### config.mk
export PLATFORM = sky130hd
export DESIGN_NAME = fetch_bus_ctrl
export DESIGN_NICKNAME = d
export VERILOG_FILES = /design/src/rtl/fab_pkg.sv /design/src/rtl/fab_pc_reg.sv /design/src/rtl/fab_bus_mux.sv /design/src/rtl/fab_mem_ctl.sv /design/src/rtl/fetch_bus_ctrl.sv
export SDC_FILE = /design/constraint.sdc
export NUM_CORES = 1
export LEC_CHECK = 0
export CORE_MARGIN = 5
export CORE_UTILIZATION = 40
export DETAILED_ROUTE_END_ITERATION = 16
export GPL_ROUTABILITY_DRIVEN = 0
export GPL_TIMING_DRIVEN = 0
export PLACE_DENSITY = 0.86
export SETUP_SLACK_MARGIN = 0.1
export SKIP_LAST_GASP = 1
export SLEW_MARGIN = 40
export SYNTH_ARGS = -nofsm -noshare
export SYNTH_HDL_FRONTEND = slang
export SYNTH_SLANG_ARGS = --single-unit
### constraint.sdc
create_clock -name clk -period 3.9 [get_ports clk]
set_input_delay 0.975 -clock clk [delete_from_list [all_inputs] [get_ports clk]]
set_output_delay 0.975 -clock clk [all_outputs]
set_load 0.02 [all_outputs]
### src/rtl/fab_pkg.sv
package fab_pkg;

  localparam int CW_W       = 32;
  localparam int FETCH_BIT  = 19;
  localparam int FN_LO      = 12;
  localparam int SRC_LO     = 5;
  localparam int EN_ACC_BIT = 4;
  localparam int EN_B_BIT   = 3;
  localparam int EN_PC_BIT  = 2;
  localparam int EN_MAR_BIT = 1;
  localparam int EN_MEM_BIT = 0;

  typedef enum logic [2:0] {
    SRC_EXT   = 3'd0,
    SRC_MEM   = 3'd1,
    SRC_MAR   = 3'd2,
    SRC_PC    = 3'd3,
    SRC_B     = 3'd4,
    SRC_ACC   = 3'd5,
    SRC_MEMLO = 3'd6,
    SRC_NONE  = 3'd7
  } bus_src_e;

  typedef enum logic [1:0] {
    FN_LOAD  = 2'd0,
    FN_CLEAR = 2'd1,
    FN_INC   = 2'd2,
    FN_DEC   = 2'd3
  } reg_fn_e;

  typedef struct packed {
    logic     fetch;
    bus_src_e src;
    reg_fn_e  fn;
    logic     en_pc;
    logic     en_mem;
  } ctl_t;

  function automatic ctl_t split_word(input logic [CW_W-1:0] w);
    ctl_t c;
    c.fetch  = w[FETCH_BIT];
    c.src    = bus_src_e'(w[SRC_LO +: 3]);
    c.fn     = reg_fn_e'(w[FN_LO +: 2]);
    c.en_pc  = w[EN_PC_BIT];
    c.en_mem = w[EN_MEM_BIT];
    return c;
  endfunction

endpackage

### src/rtl/fab_pc_reg.sv
module fab_pc_reg
  import fab_pkg::*;
#(
  parameter int ADDR_W = 12,
  parameter int DATA_W = 12
) (
  input  logic              clk,
  input  logic              rst,
  input  logic              en,
  input  reg_fn_e           fn,
  input  logic [DATA_W-1:0] bus_in,
  output logic [ADDR_W-1:0] pc_q
);

  localparam logic [ADDR_W-1:0] ONE = ADDR_W'(1);

  logic [ADDR_W-1:0] pc_next;

  always_comb begin
    unique case (fn)
      FN_LOAD:  pc_next = bus_in[ADDR_W-1:0];
      FN_CLEAR: pc_next = '0;
      FN_INC:   pc_next = pc_q + ONE;
      FN_DEC:   pc_next = pc_q - ONE;
      default:  pc_next = pc_q;
    endcase
  end

  always_ff @(posedge clk or posedge rst) begin
    if (rst)     pc_q <= '0;
    else if (en) pc_q <= pc_next;
  end

endmodule

### src/rtl/fab_bus_mux.sv
module fab_bus_mux
  import fab_pkg::*;
#(
  parameter int ADDR_W = 12,
  parameter int DATA_W = 12,
  parameter int LOW_W  = 8
) (
  input  bus_src_e          src,
  input  logic [DATA_W-1:0] ext_in,
  input  logic [DATA_W-1:0] mem_rdata,
  input  logic [ADDR_W-1:0] mar_val,
  input  logic [ADDR_W-1:0] pc_val,
  input  logic [DATA_W-1:0] b_val,
  input  logic [DATA_W-1:0] acc_val,
  output logic [DATA_W-1:0] bus_out
);

  logic [DATA_W-1:0] mem_low;
  logic [DATA_W-1:0] mar_wide;
  logic [DATA_W-1:0] pc_wide;

  genvar gi;
  generate
    for (gi = 0; gi < DATA_W; gi++) begin : g_mask
      if (gi < LOW_W) begin : g_keep
        assign mem_low[gi] = mem_rdata[gi];
      end else begin : g_drop
        assign mem_low[gi] = 1'b0;
      end
    end
    if (ADDR_W == DATA_W) begin : g_same
      assign mar_wide = mar_val;
      assign pc_wide  = pc_val;
    end else begin : g_pad
      assign mar_wide = {{(DATA_W-ADDR_W){1'b0}}, mar_val};
      assign pc_wide  = {{(DATA_W-ADDR_W){1'b0}}, pc_val};
    end
  endgenerate

  always_comb begin
    unique case (src)
      SRC_EXT:   bus_out = ext_in;
      SRC_MEM:   bus_out = mem_rdata;
      SRC_MAR:   bus_out = mar_wide;
      SRC_PC:    bus_out = pc_wide;
      SRC_B:     bus_out = b_val;
      SRC_ACC:   bus_out = acc_val;
      SRC_MEMLO: bus_out = mem_low;
      default:   bus_out = '0;
    endcase
  end

endmodule

### src/rtl/fab_mem_ctl.sv
module fab_mem_ctl
  import fab_pkg::*;
#(
  parameter int ADDR_W = 12
) (
  input  logic              fetch,
  input  bus_src_e          src,
  input  logic              en_mem,
  input  logic [ADDR_W-1:0] mar_val,
  input  logic [ADDR_W-1:0] pc_val,
  output logic [ADDR_W-1:0] mem_addr,
  output logic              mem_sel,
  output logic              mem_rd,
  output logic              mem_wr
);

  logic plain_rd;
  logic low_rd;

  assign plain_rd = (src == SRC_MEM);
  assign low_rd   = (src == SRC_MEMLO);
  assign mem_rd   = fetch | plain_rd | low_rd;
  assign mem_wr   = en_mem & ~mem_rd;
  assign mem_sel  = mem_rd | mem_wr;
  assign mem_addr = fetch ? pc_val : mar_val;

endmodule

### src/rtl/fetch_bus_ctrl.sv
module fetch_bus_ctrl
  import fab_pkg::*;
#(
  parameter int ADDR_W = 12,
  parameter int DATA_W = 12,
  parameter int LOW_W  = 8
) (
  input  logic              clk,
  input  logic              rst,
  input  logic [CW_W-1:0]   uinst,
  input  logic [DATA_W-1:0] ext_in,
  input  logic [DATA_W-1:0] mem_rdata,
  input  logic [ADDR_W-1:0] mar_val,
  input  logic [DATA_W-1:0] acc_val,
  input  logic [DATA_W-1:0] b_val,
  output logic [ADDR_W-1:0] mem_addr,
  output logic              mem_sel,
  output logic              mem_rd,
  output logic              mem_wr,
  output logic [DATA_W-1:0] bus_val
);

  ctl_t              ctl;
  logic [ADDR_W-1:0] pc_q;
  logic              spare_bits_unused;

  assign ctl = split_word(uinst);
  assign spare_bits_unused = ^uinst;

  fab_pc_reg #(.ADDR_W(ADDR_W), .DATA_W(DATA_W)) u_pc (
    .clk    (clk),
    .rst    (rst),
    .en     (ctl.en_pc),
    .fn     (ctl.fn),
    .bus_in (bus_val),
    .pc_q   (pc_q)
  );

  fab_bus_mux #(.ADDR_W(ADDR_W), .DATA_W(DATA_W), .LOW_W(LOW_W)) u_mux (
    .src       (ctl.src),
    .ext_in    (ext_in),
    .mem_rdata (mem_rdata),
    .mar_val   (mar_val),
    .pc_val    (pc_q),
    .b_val     (b_val),
    .acc_val   (acc_val),
    .bus_out   (bus_val)
  );

  fab_mem_ctl #(.ADDR_W(ADDR_W)) u_mem (
    .fetch    (ctl.fetch),
    .src      (ctl.src),
    .en_mem   (ctl.en_mem),
    .mar_val  (mar_val),
    .pc_val   (pc_q),
    .mem_addr (mem_addr),
    .mem_sel  (mem_sel),
    .mem_rd   (mem_rd),
    .mem_wr   (mem_wr)
  );

endmodule

### Word level (Yosys, flattened, before mapping)

Cells that the tools add are included.

* flip-flop bits (word level): 12
* input port bits: 94
* logic and storage cells: 22

* add/subtract/negate cells: 2
* equal/unequal tests: 9
* multiplexer cells: 3
* bitwise logic cells: 5
* reduce and logical (&&, ||, !) cells: 2

Operators by type and width (number)
* $pmux W12 S7: 1
* $pmux W12 S4: 1
* $add A12 B1 Y12 const B: 1
* $mux W12: 1
* $sub A12 B1 Y12 const B: 1
* $eq A3 B3 Y1 const B: 3
* $eq A3 B2 Y1 const B: 2
* $eq A2 B2 Y1 const B: 2
* $eq A3 B1 Y1 const B: 1
* $logic_not A3 Y1: 1
* $or A1 B1 Y1: 3
* $eq A2 B1 Y1 const B: 1
* $logic_not A2 Y1: 1
* $and A1 B1 Y1: 1
* $not A1 Y1: 1

### Depth between registers and ports, before layout

Gate-level depths: netlist (run 1).

* depth after elaboration: 6
* mapped depth: 10
* mapped depth without buffers: 9

### Cells and area by module

Synthesis (run 1) repeated with hierarchy kept, for this count alone.

* cell total of the unflattened synthesis: 283
* area, all modules: 2247.2 um^2

By module, submodules not included
* fab_pc_reg: instances 1, cells each 170, area each 1303.8 um^2, sequential area each 300.3 um^2
* fab_bus_mux: instances 1, cells each 93, area each 747.0 um^2, sequential area each 0.0 um^2
* fab_mem_ctl: instances 1, cells each 20, area each 196.4 um^2, sequential area each 0.0 um^2

### Least setup slack after synthesis (run 1)

No wires, ideal clock.

* kind: input to output
* from: input port uinst[7]
* to: output port mem_wr
* data arrival time: 2291 ps
* slack: 634 ps
* stages on the path: 6
* buffers on the path: 3
* cell sequence: buf_2 -> buf_2 -> buf_2 -> nor2_1 -> a221oi_1 -> and2_1

* longest elaborated chain between the ends: 5

RTL lines
* start, declared: line fetch_bus_ctrl.sv:10 `input logic [CW_W-1:0] uinst,`
* $eq A3 B1 Y1: line fab_mem_ctl.sv:20 `assign plain_rd = (src == SRC_MEM);`
* $or A1 B1 Y1: line fab_mem_ctl.sv:22 `assign mem_rd = fetch | plain_rd | low_rd;`
* $or A1 B1 Y1 (*): line fab_mem_ctl.sv:22
* $not A1 Y1 (*): line fab_mem_ctl.sv:23 `assign mem_wr = en_mem & ~mem_rd;`
* $and A1 B1 Y1 (*): line fab_mem_ctl.sv:23
* end, declared: line fetch_bus_ctrl.sv:19 `output logic mem_wr,`

Mark *: on every way between the ends. The rest lies on a longest branch, timed or not.

### Final worst setup path (run 1)

* from: input port uinst[19]
* to: output port mem_addr[6]

* longest elaborated chain between the ends: 1

RTL lines
* $mux W12: line fab_mem_ctl.sv:25 `assign mem_addr = fetch ? pc_val : mar_val;`
* end, declared: line fetch_bus_ctrl.sv:16 `output logic [ADDR_W-1:0] mem_addr,`

No other way between the ends.

==> results of run 1 <==
==> kinds of logic (layout without fill, tap and decap cells) <==
family          count (synthesis)  count (layout)  share of synthesized area (%)
xor+xnor                        5               5                           2.21
compound gates                 96              96                           34.3
mux                            35              35                           19.7
buf+inv                        39             136                           7.84
simple gates                   75              76                           18.2
flops                          12              12                           15.2
fa+ha+maj                       4               4                           2.53
==> routing by layer <==
metal,global-route usage (%),part of all wire (%)
met3,4.15,11
met5,0,0
met1,32.3,40
met4,4.90,2.7
met2,41.1,47
==> synth_stat cells (2+ instances only) <==
cell	n	area share (%)
a21o_1	2	0.76
a221oi_1	15	6.6
a22o_1	3	1.3
and3_1	3	0.95
mux2i_1	12	6.1
a31oi_1	3	0.95
a221o_1	2	1.0
nor2_1	23	4.4
nand2b_1	2	0.63
o221ai_1	3	1.3
clkbuf_1	14	2.7
nor2b_1	4	1.3
mux2_2	22	13
o311ai_0	2	0.89
nand2_1	15	2.8
o22ai_1	10	3.2
ha_1	4	2.5
nand3_1	7	1.8
nor3_1	10	2.5
inv_1	16	3.0
a41o_1	2	1.0
a311oi_1	2	0.89
a21oi_1	18	4.6
o21ai_0	13	3.3
xnor2_1	5	2.2
buf_2	6	1.5
a211oi_1	2	0.76
dfrtp_1	12	15
and2_1	3	0.95
a22oi_1	11	4.2
==> area by class of cell <==
class	count	share of cell area (%)
buffer	22	3.78
clock buffer	4	1.79
inverter	17	2.07
multi-input combinational	216	50.2
sequential	12	9.75
tap	67	2.72
timing repair buffer	93	29.7
==> placed cells by master (no fill, tap or decap), types with 3 or more instances in the layout <==
cell type / instances
clkdlybuf4s50_1: 78
nor2_1: 23
mux2_2: 22
a21oi_1: 18
nand2_1: 15
inv_1: 15
a221oi_1: 14
dlygate4sd2_1: 14
o21ai_0: 13
mux2i_1: 12
dfrtp_1: 12
a22oi_1: 11
clkbuf_1: 10
o22ai_1: 10
nor3_1: 10
nand3_1: 7
clkbuf_8: 5
xnor2_1: 5
clkbuf_2: 4
ha_1: 4
buf_2: 3
a22o_1: 3
o221ai_1: 3
and2_1: 3
a31oi_1: 3
and3_1: 3
==> tightest hold or removal path: stages (launching register included) <==
cell and delay [ns]:
dfrtp_1 0.42, nor2_1 0.06, nor2_1 0.09
==> worst paths after layout <==
kind / startpoint / endpoint / slack, ns / depth (start not counted)
min in group asynchronous: rst / u_pc.pc_q[0] / 1.06 / 2
max: uinst[19] / mem_addr[6] / 0.12 / 4
max in group asynchronous: rst / u_pc.pc_q[7] / 2.49 / 2
min reg2reg: u_pc.pc_q[7] / u_pc.pc_q[7] / 0.60 / 2
min: u_pc.pc_q[7] / u_pc.pc_q[7] / 0.60 / 2
max reg2reg: u_pc.pc_q[1] / u_pc.pc_q[10] / 1.37 / 9
==> through the flow <==
stage,utilization (%),worst slack (ns),total power [uW],instance area (um2)
6_report,64.8,0.123,938,3080
5_1_grt,64.8,0.112,997,3080
4_1_cts,64.4,0.117,924,3060
3_5_place_dp,62.9,-0.573,788,2990
3_3_place_gp,62.9,-0.614,779,2990
2_1_floorplan,-,0.634,553,1980
==> power groups by stage <==
stage	clock network (uW)	registers, uW	logic, uW
final	142	199	596
after global routing	153	202	643
after CTS	142	197	586
after detailed placement	0	199	589
after global placement	0	197	582
after floorplan	0	182	371
==> what timing repair did <==
action / in CTS / in global routing
endpoints found under the setup margin: 25 / 12
pin swaps: 1 / 1
gates resized for setup: 25 / 7
cloned: 0 / 1
==> key figures, run 1 <==
Status
  – Status: complete, no violations

Global route
  – First-pass GRT wire length: 12.5 mm
  – Vias in the first global route: 2524
  – Total congestion overflow: 0
  – Initial antenna violation count: 0
  – Pin count of the biggest net entering global routing: 13
  – Gr usage total: 24.3%

Floorplanning
  – Starting density of the core: 41.6%
  – Core area: 4750 um2
  – Num rows: 25
  – I/O Pins: 121
  – Full die area: 6450 um2
  – Height of the die: 80.3 um
  – Die width: 80.3 um

Clock network
  – CTS max path bufs: 2
  – Clock transition at the registers of the reported paths: 0.06 ns
  – Post-CTS Setup Bufs: 0
  – Clock tree from TritonCTS: done
  – Cts-stage hold buffer count: 0
  – Later-pin clock latency in the skew report: 0.25 ns
  – TritonCTS Buffers: 3
  – Clock Sinks: 12
  – Clk root buf: clkbuf_8
  – Number of H-tree levels: 1

Detailed routing
  – WL/cell: 18.7 um
  – DR vias: 2712
  – Initial DRC count: 265
  – Final ANT Viol Nets: 0
  – Vias per std cell: 6.29
  – Remaining DRCs: 0
  – Routed WL: 8.07 mm
  – Initial DRT Pass Iterations: 5

Power
  – NetSw: 411 uW
  – Peak VDD IR: 0.000271 V
  – Leakage power: 0.00127 uW
  – PwrDens: 304 nW/um2
  – Logic pwr share: 63.6%
  – Sw frac: 43.8%
  – Clk pwr share: 15.1%
  – P_int: 527 uW
  – Flop pwr share: 21.3%

Timing
  – Setup-failing EPs final: 0
  – Fmax: 0.265 GHz
  – Worst slew margin: 63.3%
  – Clk_skew: 0.00455 ns
  – RSZ-0062 raised after global routing: false
  – Setup tns final: 0 ns
  – Min Hold Slack: 0.599 ns
  – Crit share post-route: 96.8%
  – Endpoints failing hold: 0
  – Final Max Tran Viols: 0
  – Tmin final: 3.78 ns
  – Worst Max-Slew Pin Slew: 0.548 ns

Setup path
  – WP data required: 2.92 ns
  – Crit path launch type: input pin
  – Critical-path cell list: clkdlybuf4s50_1 > buf_4 > mux2_2 > clkdlybuf4s50_1
  – Critical path buffer and inverter count: 3
  – Critical path arrival: 2.80 ns
  – Crit Path Class: in2out
  – Max incr delay on CP: 0.63 ns
  – Slowest cell on crit path: clkdlybuf4s50_1
  – Cell mode on critical path: clkdlybuf4s50_1
  – Worst setup EP type: primary output
  – Top delay family on crit path: buffers and inverters
  – Crit path max fanout: 10

Placed design
  – Placed Instances: 426
  – Post-DP HPWL: 6.20 mm
  – PortBufs: 93

Cells and area
  – Max reg flops: 12
  – Layout area overhead: 55.7%
  – Fill cells: 421
  – Inserted Diodes: 0
  – Layout cell share with drive strength beyond 1: 12.9%
  – Largest reg by FF count: u_pc.pc_q
  – Largest regs: u_pc.pc_q: 12 flops
  – Reg area: 300 um2
  – Non-Filler Instances: 431
  – Area of the multi-input gates: 1550 um2
  – Final nets: 463

Hold path
  – Worst Hold Class: reg2reg

Synthesis
  – Post-synth EDFFs: 0
  – Post-Syn Instances: 266
  – Synth unique cells: 50
  – Ys flop type: dfrtp_1
  – Register area share after synthesis: 15.2%
  – Avg Cell Area, Syn: 7.44 um2
  – Synth Register Bits: 12
  – Synth warn: 0
  – Mapped Nets: 364
  – Synth Cell Area: 1980 um2
  – Async SR Flop Fraction: 100%

Job
  – Max-Cap Viols: 0
No activity file was read; power rests on OpenSTA's default activity.
==> run 2: changes to the inputs <==
--- a/config.mk
+++ b/config.mk
@@ -10,10 +10,11 @@
 export DETAILED_ROUTE_END_ITERATION = 16
 export GPL_ROUTABILITY_DRIVEN = 0
 export GPL_TIMING_DRIVEN = 0
-export PLACE_DENSITY = 0.86
+export PLACE_DENSITY = 0.82
 export SETUP_SLACK_MARGIN = 0.1
 export SKIP_LAST_GASP = 1
 export SLEW_MARGIN = 40
 export SYNTH_ARGS = -nofsm -noshare
 export SYNTH_HDL_FRONTEND = slang
+export SYNTH_HIERARCHICAL = 1
 export SYNTH_SLANG_ARGS = --single-unit
==> key figures, run 2 <==
Status
  – Status: complete, no violations

Cells and area
  – Most frequent cells in the layout: clkdlybuf4s50_1, mux2i_1, mux2_2, a21oi_1, nand2_1
  – Inserted Diodes: 0 (unchanged)
  – Largest regs: u_pc/pc_q: 12 flops
  – Fill cells: 469 (+11%)
  – Final nets: 481 (+3.9%)
  – Layout cell share with drive strength beyond 1: 19.4% (+6.5 points)
  – Layout area overhead: 49.4%
  – Commonest non-fill, non-tap cell in the layout: clkdlybuf4s50_1
  – Layout Utilization: 61.3% (-3.4 points)
  – Largest reg by FF count: u_pc/pc_q
  – Non-Filler Instances: 454 (+5.3%)
  – Max reg flops: 12 (unchanged)

Timing
  – Setup-failing EPs final: 0 (unchanged)
  – Fmax: 0.266 GHz (+0.60%)
  – Final Max Tran Viols: 0 (unchanged)
  – Crit share post-route: 96.3% (-0.58 points)
  – Min Hold Slack: 0.623 ns (+0.0232 ns)
  – Worst slew margin: 66.9% (+3.6 points)
  – Clk_skew: 0.00132 ns (-0.00323 ns)
  – Tmin final: 3.75 ns (-0.0226 ns)
  – RSZ-0062 raised after global routing: true
  – Setup tns final: 0 ns (unchanged)
  – Worst Max-Slew Pin Slew: 0.497 ns (-0.0513 ns)
  – Endpoints failing hold: 0 (unchanged)

Synthesis
  – Count leader, synth: mux2i_1
  – Post-Syn Instances: 283 (+6.4%)
  – Ys flop type: dfrtp_1
  – Synth warn: 6 (+6)
  – Register area share after synthesis: 13.4% (-1.8 points)
  – Synth unique cells: 70 (+40%)
  – Synth Register Bits: 12 (unchanged)
  – Synth area leader: dfrtp_1
  – Top cells by area, synth: dfrtp_1, mux2i_1, mux2_2, a21oi_1, a31oi_1
  – Mapped Nets: 380 (+4.4%)
  – Synth top area share: 13.4% (-1.8 points)
  – Async SR Flop Fraction: 100% (unchanged)
  – Avg Cell Area, Syn: 7.94 um2 (+6.8%)
  – Post-synth EDFFs: 0 (unchanged)
  – Synth top cells by count: mux2i_1, a21oi_1, mux2_2, nand2_1, nor2_1
  – Synth Cell Area: 2250 um2 (+14%)

Clock network
  – Clk root buf: clkbuf_8
  – TritonCTS Buffers: 3 (unchanged)
  – Number of H-tree levels: 1 (unchanged)
  – Later-pin clock latency in the skew report: 0.24 ns (about the same)
  – Clock transition at the registers of the reported paths: 0.05 ns (about the same)
  – Clock tree from TritonCTS: done
  – Cts-stage hold buffer count: 0 (unchanged)
  – CTS max path bufs: 2 (unchanged)
  – Clock Sinks: 12 (unchanged)

Floorplanning
  – Core area: 5470 um2 (+15%)
  – Starting density of the core: 41.1% (-0.54 points)
  – Num rows: 27 (+8.0%)
  – Die width: 85.0 um (+5.8%)
  – I/O Pins: 121 (unchanged)
  – Height of the die: 85.0 um (+5.8%)
  – Full die area: 7220 um2 (+12%)

Detailed routing
  – Final ANT Viol Nets: 0 (unchanged)
  – Routed WL: 9.05 mm (+12%)
  – Vias per std cell: 6.16 (-2.1%)
  – Initial DRT Pass Iterations: 5 (unchanged)
  – WL/cell: 19.9 um (+6.5%)
  – Initial DRC count: 180 (-32%)
  – DR vias: 2796 (+3.1%)
  – Remaining DRCs: 0 (unchanged)

Power
  – PwrDens: 263 nW/um2 (-13%)
  – Total power: 884 uW (-5.7%)
  – Leakage power: 0.00139 uW (+9.1%)
  – Peak VDD IR: 0.000120 V (-56%)

Setup path
  – Reg2reg start: u_pc/pc_q[1]
  – Crit path launch type: input pin
  – Critical path arrival: 2.78 ns (-0.02 ns)
  – Crit path max fanout: 10 (unchanged)
  – Crit path launch: uinst[6]
  – WP data required: 2.92 ns (about the same)
  – Worst setup EP type: primary output
  – Crit Path Class: in2out

Hold path
  – Worst Hold Class: reg2reg
  – Worst Min Path Start: u_pc/pc_q[9]

Placed design
  – Post-DP HPWL: 6.96 mm (+12%)
  – PortBufs: 94 (+1.1%)
  – Placed Instances: 449 (+5.4%)

Global route
  – Pin count of the biggest net entering global routing: 13 (unchanged)
  – First-pass GRT wire length: 14.0 mm (+12%)
  – Gr usage total: 23.8% (-0.51 points)
  – Total congestion overflow: 0 (unchanged)
  – Vias in the first global route: 2725 (+8.0%)
  – Initial antenna violation count: 0 (unchanged)

Job
  – Max-Cap Viols: 0 (unchanged)
[run 2: changes by cell type in the layout (fill, tap and decap cells not counted), sizes merged, moves of 6 or more]
cell | before | now
a221oi | 15 | 0
a31oi | 3 | 14
and4b | 0 | 7
buf | 5 | 20
dlygate4sd2 | 14 | 5
inv | 16 | 10
mux2i | 12 | 21
nor2 | 25 | 18
o22ai | 10 | 2
[run 2: layout make-up]
class / instances / area (um2) / share of cell area [%]
flip-flops and latches: 12 / 300 / 8.95
repair buffers: 96 / 926 / 27.6
clock buffers: 3 / 41.3 / 1.23
well taps: 72 / 90.1 / 2.68
multi-input cells: 234 / 1800 / 53.5
inverters: 10 / 37.5 / 1.12
plain buffers: 27 / 166 / 4.96
[run 2: worst max-delay path: stages]
cell             delay [ns]
clkdlybuf4s50_1        0.44
clkbuf_4               0.20
buf_2                  0.20
nand2b_2               0.29
o211ai_1               0.30
clkdlybuf4s15_1        0.36
[run 2: path summary, 6_finish.rpt]
check / end / slack, ns / cells after the start
worst max-delay path: bus_val[7] / 0.15 / 6
worst min-delay path: u_pc/pc_q[9] / 0.62 / 2
worst max register to register: u_pc/pc_q[8] / 1.25 / 9
worst min register to register: u_pc/pc_q[9] / 0.62 / 2
max in group asynchronous: u_pc/pc_q[3] / 2.53 / 2
min in group asynchronous: u_pc/pc_q[10] / 1.05 / 2
[run 2: cell families after synthesis]
group	share of synthesized area, %
flip-flops	13.4
AND/OR/NAND/NOR	26.5
adder cells (fa/ha/maj)	1.67
multiplexers	20.4
buffers and inverters	8.74
AO/OA/AOI/OAI	27.8
XOR/XNOR	1.56
[run 2: report_power, final]
group          switching [uW]  leakage, uW  internal [uW]
Sequential               50.7     0.000147            150
Clock                    42.5    0.0000216           67.8
Combinational             299      0.00122            275
Total                     392      0.00139            492
[run 2: what timing repair did]
action	CTS	global route
pin swaps	2	2
setup endpoints to repair	12	12
resized for setup	16	26
buffers inserted	1	1
[run 2: per-layer routing]
layer  vias to the layer above  track usage, %  routed length [um]
met1                      1321            30.5                3860
met4                         0            6.76                 117
met5                         -               0                   0
met3                        10            5.15                 863
li1                       1305               -                   -
met2                       160            39.9                4210
[run 2: per-stage QoR]
stage               setup slack [ns]  area [um2]
global route                  0.0951        3360
floorplan                      0.888        2250
global placement              -0.292        3280
detailed placement            -0.329        3280
CTS                           0.0854        3320
finish                         0.146        3360
